$ cat config.mk
export PLATFORM = sky130hd
export DESIGN_NAME = saud_rx
export DESIGN_NICKNAME = d
export VERILOG_FILES = /design/src/rtl/saud_pkg.sv /design/src/rtl/saud_sync.sv /design/src/rtl/saud_deser.sv /design/src/rtl/saud_rx.sv
export SDC_FILE = /design/constraint.sdc
export NUM_CORES = 1
export LEC_CHECK = 0
export BUFFER_PORTS_ARGS = -buffer_cell sky130_fd_sc_hd__clkbuf_2
export CAP_MARGIN = 20
export CORE_AREA = 2 2 88 90
export CTS_BUF_LIST = sky130_fd_sc_hd__clkbuf_8
export CTS_CLUSTER_DIAMETER = 150
export DETAILED_ROUTE_END_ITERATION = 8
export DIE_AREA = 0 0 90 92
export PLACE_DENSITY = 0.79
export SYNTH_ARGS = -nofsm -noshare
export SYNTH_HDL_FRONTEND = slang
export SYNTH_SLANG_ARGS = --single-unit
$ cat constraint.sdc
create_clock -name clk_i -period 2.9 [get_ports clk_i]
set_input_delay 0.145 -clock clk_i [delete_from_list [all_inputs] [get_ports clk_i]]
set_output_delay 0.145 -clock clk_i [all_outputs]
set_load 0.02 [all_outputs]
$ cat src/rtl/saud_pkg.sv
package saud_pkg;
  localparam int unsigned SAMPLE_W = 24;
  localparam int unsigned CNT_W    = 6;

  typedef enum logic [1:0] {FRM_RJ, FRM_LJ, FRM_I2S, FRM_BAD} frame_e;

  typedef struct packed {
    frame_e     frm;
    logic [4:0] wlen;
  } fmt_t;

  function automatic fmt_t decode_fmt(input logic [2:0] code);
    fmt_t f;
    unique case (code)
      3'b000:  f = '{frm: FRM_RJ,  wlen: 5'd16};
      3'b001:  f = '{frm: FRM_RJ,  wlen: 5'd20};
      3'b010:  f = '{frm: FRM_RJ,  wlen: 5'd24};
      3'b011:  f = '{frm: FRM_LJ,  wlen: 5'd24};
      3'b100:  f = '{frm: FRM_I2S, wlen: 5'd16};
      3'b101:  f = '{frm: FRM_I2S, wlen: 5'd24};
      default: f = '{frm: FRM_BAD, wlen: 5'd16};
    endcase
    return f;
  endfunction
endpackage

$ cat src/rtl/saud_sync.sv
module saud_sync #(
  parameter int NSIG   = 3,
  parameter int STAGES = 2
) (
  input  logic            clk_i,
  input  logic            rst_ni,
  input  logic [NSIG-1:0] async_i,
  output logic [NSIG-1:0] sync_o
);
  for (genvar g = 0; g < NSIG; g++) begin : g_sig
    logic [STAGES-1:0] chain_q;
    always_ff @(posedge clk_i or negedge rst_ni) begin
      if (!rst_ni) chain_q <= '0;
      else         chain_q <= {chain_q[STAGES-2:0], async_i[g]};
    end
    assign sync_o[g] = chain_q[STAGES-1];
  end
endmodule

$ cat src/rtl/saud_deser.sv
module saud_deser
  import saud_pkg::*;
#(
  parameter int DW = SAMPLE_W,
  parameter int CW = CNT_W
) (
  input  logic          clk_i,
  input  logic          rst_ni,
  input  logic          bit_stb_i,
  input  logic          sd_i,
  input  logic          lr_i,
  input  fmt_t          fmt_i,
  input  logic          pol_i,
  output logic          cap_o,
  output logic          cap_right_o,
  output logic [DW-1:0] word_o
);
  localparam logic [CW-1:0] CNT_MAX = '1;

  logic          started_q, seen_q, lr_q;
  logic [CW-1:0] cnt_q;
  logic [DW-1:0] sh_q;

  logic          lr_edge, seen_nx, left_lvl, hit;
  logic [CW-1:0] k, n_cw;
  logic [DW-1:0] raw;
  logic [4:0]    shamt;
  logic signed [DW-1:0] aligned;

  assign lr_edge  = started_q && (lr_i != lr_q);
  assign k        = lr_edge ? '0 : ((cnt_q == CNT_MAX) ? CNT_MAX : cnt_q + 1'b1);
  assign seen_nx  = seen_q | lr_edge;
  assign left_lvl = (fmt_i.frm == FRM_I2S) ? 1'b0 : ~pol_i;
  assign n_cw     = CW'(fmt_i.wlen);

  // right-justified closes the previous half; other framings pick within the current one
  always_comb begin
    hit         = 1'b0;
    cap_right_o = (lr_i != left_lvl);
    unique case (fmt_i.frm)
      FRM_RJ: begin
        hit         = lr_edge && seen_q;
        cap_right_o = (lr_q != left_lvl);
      end
      FRM_LJ:  hit = seen_nx && (k == n_cw - 1'b1);
      FRM_I2S: hit = seen_nx && (k == n_cw);
      default: hit = 1'b0;
    endcase
  end

  assign cap_o   = bit_stb_i && hit;
  assign raw     = (fmt_i.frm == FRM_RJ) ? sh_q : {sh_q[DW-2:0], sd_i};
  assign shamt   = 5'(DW) - fmt_i.wlen;
  assign aligned = $signed(raw << shamt);
  assign word_o  = aligned >>> shamt;

  always_ff @(posedge clk_i or negedge rst_ni) begin
    if (!rst_ni) begin
      started_q <= 1'b0;
      seen_q    <= 1'b0;
      lr_q      <= 1'b0;
      cnt_q     <= '0;
      sh_q      <= '0;
    end else if (bit_stb_i) begin
      started_q <= 1'b1;
      lr_q      <= lr_i;
      seen_q    <= seen_nx;
      cnt_q     <= k;
      sh_q      <= {sh_q[DW-2:0], sd_i};
    end
  end
endmodule

$ cat src/rtl/saud_rx.sv
module saud_rx
  import saud_pkg::*;
#(
  parameter int SYNC_STAGES = 2
) (
  input  logic                clk_i,
  input  logic                rst_ni,
  input  logic                bck_i,
  input  logic                lrck_i,
  input  logic                sdata_i,
  input  logic [2:0]          fmt_i,
  input  logic                lr_pol_i,
  output logic [SAMPLE_W-1:0] left_o,
  output logic [SAMPLE_W-1:0] right_o,
  output logic                pair_vld_o,
  output logic                fmt_err_o
);
  logic [2:0]          s;
  logic                bck_q, bit_stb, cap, cap_right;
  logic [SAMPLE_W-1:0] word;
  fmt_t                fmt;

  saud_sync #(.NSIG(3), .STAGES(SYNC_STAGES)) u_sync (
    .clk_i   (clk_i),
    .rst_ni  (rst_ni),
    .async_i ({bck_i, lrck_i, sdata_i}),
    .sync_o  (s)
  );

  always_ff @(posedge clk_i or negedge rst_ni) begin
    if (!rst_ni) bck_q <= 1'b0;
    else         bck_q <= s[2];
  end
  assign bit_stb = s[2] & ~bck_q;
  assign fmt     = decode_fmt(fmt_i);

  saud_deser #(.DW(SAMPLE_W), .CW(CNT_W)) u_deser (
    .clk_i       (clk_i),
    .rst_ni      (rst_ni),
    .bit_stb_i   (bit_stb),
    .sd_i        (s[0]),
    .lr_i        (s[1]),
    .fmt_i       (fmt),
    .pol_i       (lr_pol_i),
    .cap_o       (cap),
    .cap_right_o (cap_right),
    .word_o      (word)
  );

  always_ff @(posedge clk_i or negedge rst_ni) begin
    if (!rst_ni) begin
      left_o     <= '0;
      right_o    <= '0;
      pair_vld_o <= 1'b0;
      fmt_err_o  <= 1'b0;
    end else begin
      fmt_err_o  <= (fmt.frm == FRM_BAD);
      pair_vld_o <= cap && cap_right;
      if (cap && cap_right)  right_o <= word;
      if (cap && !cap_right) left_o  <= word;
    end
  end

  p_bit_single_r1: assert property (@(posedge clk_i) disable iff (!rst_ni)
    bit_stb |=> !bit_stb);
  p_strobe_pulse_r6: assert property (@(posedge clk_i) disable iff (!rst_ni)
    pair_vld_o |=> !pair_vld_o);
  p_right_with_strobe_r6: assert property (@(posedge clk_i) disable iff (!rst_ni)
    !$stable(right_o) |-> pair_vld_o);
  p_left_off_strobe_r6: assert property (@(posedge clk_i) disable iff (!rst_ni)
    !$stable(left_o) |-> !pair_vld_o);
  p_err_flag_r7: assert property (@(posedge clk_i) disable iff (!rst_ni)
    (fmt_i[2:1] == 2'b11) |=> fmt_err_o);
  p_err_no_strobe_r7: assert property (@(posedge clk_i) disable iff (!rst_ni)
    (fmt_i[2:1] == 2'b11) |=> !pair_vld_o);
  p_err_hold_r7: assert property (@(posedge clk_i) disable iff (!rst_ni)
    (fmt_i[2:1] == 2'b11) |=> ($stable(left_o) && $stable(right_o)));
endmodule

# Word-level counts from Yosys, hierarchy flattened
# Index checks and enable logic that the tools add are counted.
classes:
  addsub: 3
  multipliers: 0
  n_div: 0
  magnitude_cmp: 0
  eq_ne: 14
  shifts: 2
  n_mux: 7
  bitwise_logic: 4
  n_reduce_logical: 10
op_table:
  columns: ["cell", "count"]
  rows:
  - ["$pmux 7 s6", 1]
  - ["$mux 24", 1]
  - ["$shl 24x5->24", 1]
  - ["$sshr 24x5->24", 1]
  - ["$mux 6", 2]
  - ["$logic_and 1x1->1", 7]
  - ["$add 6x1->6 const B", 1]
  - ["$eq 3x2->1 const B", 2]
  - ["$eq 3x3->1 const B", 2]
  - ["$eq 6x5->1", 1]
  - ["$eq 6x6->1", 1]
  - ["$eq 6x6->1 const B", 1]
  - ["$sub 5x1->6 const B", 1]
  - ["$sub 5x5->5 const A", 1]
  - ["$eq 2x2->1 const B", 2]
  - ["$eq 3x1->1 const B", 1]
  - ["$logic_not 3->1", 1]
  - ["$ne 1x1->1", 3]
  - ["$pmux 1 s3", 1]
  - ["$eq 2x1->1 const B", 1]
  - ["$logic_not 2->1", 1]
  - ["$mux 1", 2]
  - ["$not 1->1", 2]
  - ["$and 1x1->1", 1]
  - ["other kinds (2)", 2]
totals:
  register_bits: 90
  latchBits: 0
  ram_bits: 0
  mem_bits_ro: 0
  input_bits: 9
  output_inout_bits: 50
  word_cells: 53
  mem_count: 0

# Logic depth before layout (Yosys ltp)
depth:
  word_depth: 8
  depth_mapped: 12
  depth_no_buf: 8

# Modules after synthesis
# A second synthesis with hierarchy kept.
hier_totals:
  hier_cells: 737
  area_unflattened_um2: 7559.8
modules_own_cells:
  columns: ["module", "instances", "cells_each", "area_each_um2", "seq_area_each_um2"]
  rows:
  - ["saud_deser", 1, 610, 5362.6, 825.8]
  - ["saud_rx", 1, 118, 2024.4, 1276.2]
  - ["saud_sync", 1, 9, 172.7, 150.1]

# Worst setup path before layout
# No wires, ideal clock.
synth_path:
  path_kind: "in2reg"
  startpoint: "input port fmt_i[0]"
  endpoint: "register left_o[10]"
  setup_time_ns: 0.125
  arrival_ns: 2.497
  required_time_ns: 2.775
  slack_ns: 0.277
  path_stages: 11
  path_buffers: 4
  path_cell_list: "buf_2 > buf_1 > nand3b_1 > ha_1 > clkbuf_1 > xor2_1 > xor2_1 > a2111oi_4 > o211ai_2 > buf_6 > mux2_4"
synth_between:
  elab_chain_len: 8
  word_cells_on_any_way: 27
  classes_between: "2 x add/sub; 11 x eq/ne; 2 x shift; 5 x mux; 7 x reduce/logical"
synth_lines:
  columns: ["element", "line_no", "source"]
  rows:
  - ["start, declared", "saud_rx.sv:11", "input logic [2:0] fmt_i,"]
  - ["$eq 3x3->1, or another cell as far along", "saud_pkg.sv:14", "unique case (code)"]
  - ["$pmux 7 s6 (*)", "saud_pkg.sv:14", null]
  - ["branches (longest 6 deep; another with $sub 5x5->5)", null, null]
  - ["end signal, assigned", "saud_rx.sv:60", "if (cap && !cap_right) left_o <= word;"]
  - ["end, declared", "saud_rx.sv:13", "output logic [SAMPLE_W-1:0] left_o,"]
# Mark *: on every way between the ends.
# A chain may end at the register's enable or synchronous reset.

# Final worst setup path
layout_path:
  startpoint: "register u_deser.cnt_q[0]"
  endpoint: "register left_o[15]"
layout_between:
  elab_chain_len: 8
  word_cells_on_any_way: 11
  classes_between: "1 x add/sub; 3 x eq/ne; 3 x mux; 4 x reduce/logical"
layout_lines:
  columns: ["element", "line_no", "source"]
  rows:
  - ["start, declared", "saud_deser.sv:21", "logic [CW-1:0] cnt_q;"]
  - ["start signal, assigned", "saud_deser.sv:68", "cnt_q <= k;"]
  - ["$add 6x1->6 / $eq 6x6->1 (equally long branches)", "saud_deser.sv:31", "assign k = lr_edge ? '0 : ((cnt_q == CNT_MAX) ? CNT_MAX : cnt_q + 1'b1);"]
  - ["$mux 6 (*) (2 in a row)", "saud_deser.sv:31", null]
  - ["$eq 6x5->1 / $eq 6x6->1 (equally long branches)", "saud_deser.sv:46, saud_deser.sv:45", null]
  - ["$logic_and 1x1->1 (on tied branches)", "saud_deser.sv:46, saud_deser.sv:45", null]
  - ["$pmux 1 s3 (*)", "saud_deser.sv:40", "unique case (fmt_i.frm)"]
  - ["$logic_and 1x1->1 (*)", "saud_deser.sv:51", "assign cap_o = bit_stb_i && hit;"]
  - ["$logic_and 1x1->1 (*)", "saud_rx.sv:60", null]
# Every way passes the cells marked *; elsewhere a longest branch is shown, timed or not.

==> results summary <==
Setup violations remaining at the end of the flow were counted as 0. The post-layout net count came out at between 400 and 500. Setup repair after global routing left no endpoint under its margin. The total CTS buffers is 9. The clock-pin slew reported for the worst setup and hold paths after clock tree synthesis is 90 ps. The post-detailed-route count of antenna-violating nets came out at 0. The pin count of the biggest net entering global routing came out at 42.

Counting distinct cell types in the post-synthesis netlist gives 45. The area added between synthesis and finish is 15.46%. The number of port buffers came out at just under 60. The normalized max-slew margin came out at 63.08%. For this run, the detailed router's first-pass iteration total came to 5. The cell type with the highest aggregate area in the netlist is sky130_fd_sc_hd__dfrtp_1. By startpoint and endpoint, the worst setup path is classified as reg -> reg. The tool flagged a number of max-cap violations equal to 0. The floorplan step set the die height to 92 um. The die area is 0.008280 sq mm. In the global route stage, overall resource usage came out at 20.76%. After synthesis, the cell types taking the most area are sky130_fd_sc_hd__dfrtp_1 54%, sky130_fd_sc_hd__mux2_1 7.8%, sky130_fd_sc_hd__mux2_2 7.6%. The count of pins over their slew limit is 0. The detailed router's first-iteration violation count is 241.

In the post-synthesis netlist, the cell with the most instances is sky130_fd_sc_hd__dfrtp_1. The total area inside the core boundary comes to roughly 0.0074 sq mm. In this run, the combinational gates consume between 10% and 20% of the power.

The slew at the pin closest to its max-slew limit came out at 551.3 ps. The part of the power in registers is 51.3%. The final wirelength came out at 8068 um. The post-layout minimum cycle time is approximately 2700 ps.

Internal power comes to 0.002034 W. The setup clock skew after layout is 9.532 ps. The count of flip-flops with a built-in enable after synthesis is 0. The number of H-tree branching levels came out at 3. The synthesized area came out at 0.004169 sq mm. The initial antenna violation count is 0. The cell at the root of the clock tree is sky130_fd_sc_hd__clkbuf_8. The critical path endpoint category is a flip-flop.

The via count of the first global-routing pass came out at 2,873. Post-CTS repair changed the size of 0 cells. TritonCTS built the clock tree.

The flow ran to the end, and the final reports show no timing, DRC or antenna violations. The net count after synthesis is approximately 380. The proportion of register bits with asynchronous set or reset after synthesis came out at 100.0%.

The first-pass GRT wire length came out at 13,680 um. The data arrival at the endpoint of the critical path came out at approximately 2900 ps. The ratio of routed vias to standard cells came out at ~5.4.

The hold violation count in the final report was 0. The I/O pin count is 59. The commonest register cell after synthesis is sky130_fd_sc_hd__dfrtp_1. The initial standard-cell utilization of the core is 55.98%. The number of placement rows came out at 32. The worst vdd rail ir drop came out at ~0.52 mV.

The global route total overflow came out at 0. In the synthesized netlist, the cells that appear most often are 90 x sky130_fd_sc_hd__dfrtp_1, 84 x sky130_fd_sc_hd__nand2_1, 29 x sky130_fd_sc_hd__mux2_1. The total leakage power came out at 2.523 nW. The design draws 0.002900 W. The final critical path takes up between 90% and 100% of the cycle.

The share of total power dissipated in the clock network is 30.0%. Cells with a size suffix above 1 make up 29.98% of the layout. The cell count after synthesis came out at 370. The number of sinks driven by the clock tree is 90. The post-detailed-route wirelength per cell came out at 14.97 um. The synthesized area per cell came out at 11.27 sq um.

The insertion delay to the later sink of the worst-skew pair is 350 ps. The total negative setup slack is 0 ps. The width of the chip came out at ~90 um. The maximum clock rate came out at 0.3755 GHz. The overall via count from detail_route is 2,896. The power per cell area came out at approximately 600 mW/mm^2. The data required time of the worst path came out at ~3100 ps. The fraction of power spent switching nets came out at ~30%.

The sequential area share after synthesis came out at 54.02%. The diode insertion count for antenna repair came out at 0. The final weighted congestion in routability-driven placement is 0.9032. Along the worst path, the maximum fanout reaches 13.

The register bit total from synthesis came out at 90. Summed over all nets, the switching power comes to 0.0008655 W. The portion of synthesized cell area occupied by the leading cell type came out at around 54%.

The post-route DRC violation count came out at 0. In this run, post-CTS hold repair placed 4 buffers. The number of buffers on the longest clock path came out at 2. The post-CTS setup-driven buffer insertion count came out at 0. The path class of the tightest hold or removal check is in -> reg.

The placed wire-length estimate after detailed placement is 5632 um. The Yosys step of the flow raised 0 warnings. The startpoint type of the worst setup path is a flip-flop.
-- layer usage --
layer  global-route usage [%]  vias up  routed length (um)
met1                    27.20     1410                3527
met2                    34.77       96                4071
met5                        0        -                   0
li1                         -     1383                   -
met3                    4.848        7                 412
met4                    6.154        0                  57
-- flip-flops by register name, summed over array words and instances, names as in the netlist --
register / flops
pair_vld_o: 1
u_deser.seen_q: 1
u_sync.g_sig.chain_q: 6
bck_q: 1
u_deser.cnt_q: 6
fmt_err_o: 1
u_deser.started_q: 1
right_o: 24
left_o: 24
u_deser.lr_q: 1
u_deser.sh_q: 24
-- area by class of cell --
cell class                 instances  area, sq um
inverter                           6        22.52
tap                              102        127.6
timing repair buffer              74        422.9
multi-input combinational        252         1788
clock inverter                     5        62.56
clock buffer                      10        137.6
sequential                        90         2252
fill                             601         2634
-- worst max-delay path: stages, from the launching register on --
cell	delay, ps
sky130_fd_sc_hd__dfrtp_1	400
sky130_fd_sc_hd__ha_1	300
sky130_fd_sc_hd__nand2_1	140
sky130_fd_sc_hd__o31ai_1	400
sky130_fd_sc_hd__o21ai_0	240
sky130_fd_sc_hd__a2111oi_4	390
sky130_fd_sc_hd__o211ai_2	130
sky130_fd_sc_hd__buf_4	220
sky130_fd_sc_hd__mux2_1	330
-- power groups by stage --
stage / clock, W / combinational, W / sequential, W
after floorplan: 0 / 0.000299 / 0.00157
after global placement: 0 / 0.000523 / 0.00150
after detailed placement: 0 / 0.000543 / 0.00151
after CTS: 0.000881 / 0.000548 / 0.00149
after global routing: 0.000942 / 0.000592 / 0.00151
final: 0.000870 / 0.000542 / 0.00149
-- cells by family after synthesis --
group	synth area share (%)
simple gates	12.85
mux	19.96
buf+inv	3.151
fa+ha+maj	0.6001
flops	54.02
xor+xnor	1.471
compound gates	7.954
-- through the flow --
step	hold slack [ps]	cell area [sq um]	worst slack (ps)	utilization (%)	instances
5_1_grt	308.9	4813	37.97	64.63	539
3_3_place_gp	160.5	4573	367.8	61.41	520
4_1_cts	287.9	4813	255.4	64.63	539
2_1_floorplan	-150.6	4169	277.5	-	370
6_report	311.7	4813	237.2	64.63	539
3_5_place_dp	165.5	4573	282.1	61.41	520
-- path summary, 6_finish.rpt --
kind / cells after the start / end / slack [ps] / startpoint
max in group asynchronous: 3 / right_o[14] / 1830 / rst_ni
min in group asynchronous: 2 / u_deser.cnt_q[2] / 320 / rst_ni
worst max register to register: 8 / left_o[15] / 240 / u_deser.cnt_q[0]
worst min register to register: 0 / u_sync.g_sig[0].chain_q[1] / 360 / u_sync.g_sig[0].chain_q[0]
worst min-delay path: 3 / fmt_err_o / 310 / fmt_i[2]
worst max-delay path: 8 / left_o[15] / 240 / u_deser.cnt_q[0]
-- layout by cell type, fill, tap and decap left out, drive strengths merged, types with 4 or more instances in the layout --
cell type	Yosys	layout
xor2	6	6
nor2	14	14
dlygate4sd3	0	4
mux2	67	67
a31oi	4	4
nand2	85	85
a21oi	15	15
mux2i	4	4
nand2b	4	4
dfrtp	90	90
o21ai	17	17
inv	6	7
clkbuf	11	67
buf	11	13
o211ai	4	4
nand3	4	4
(Power assumes the default switching activity.)
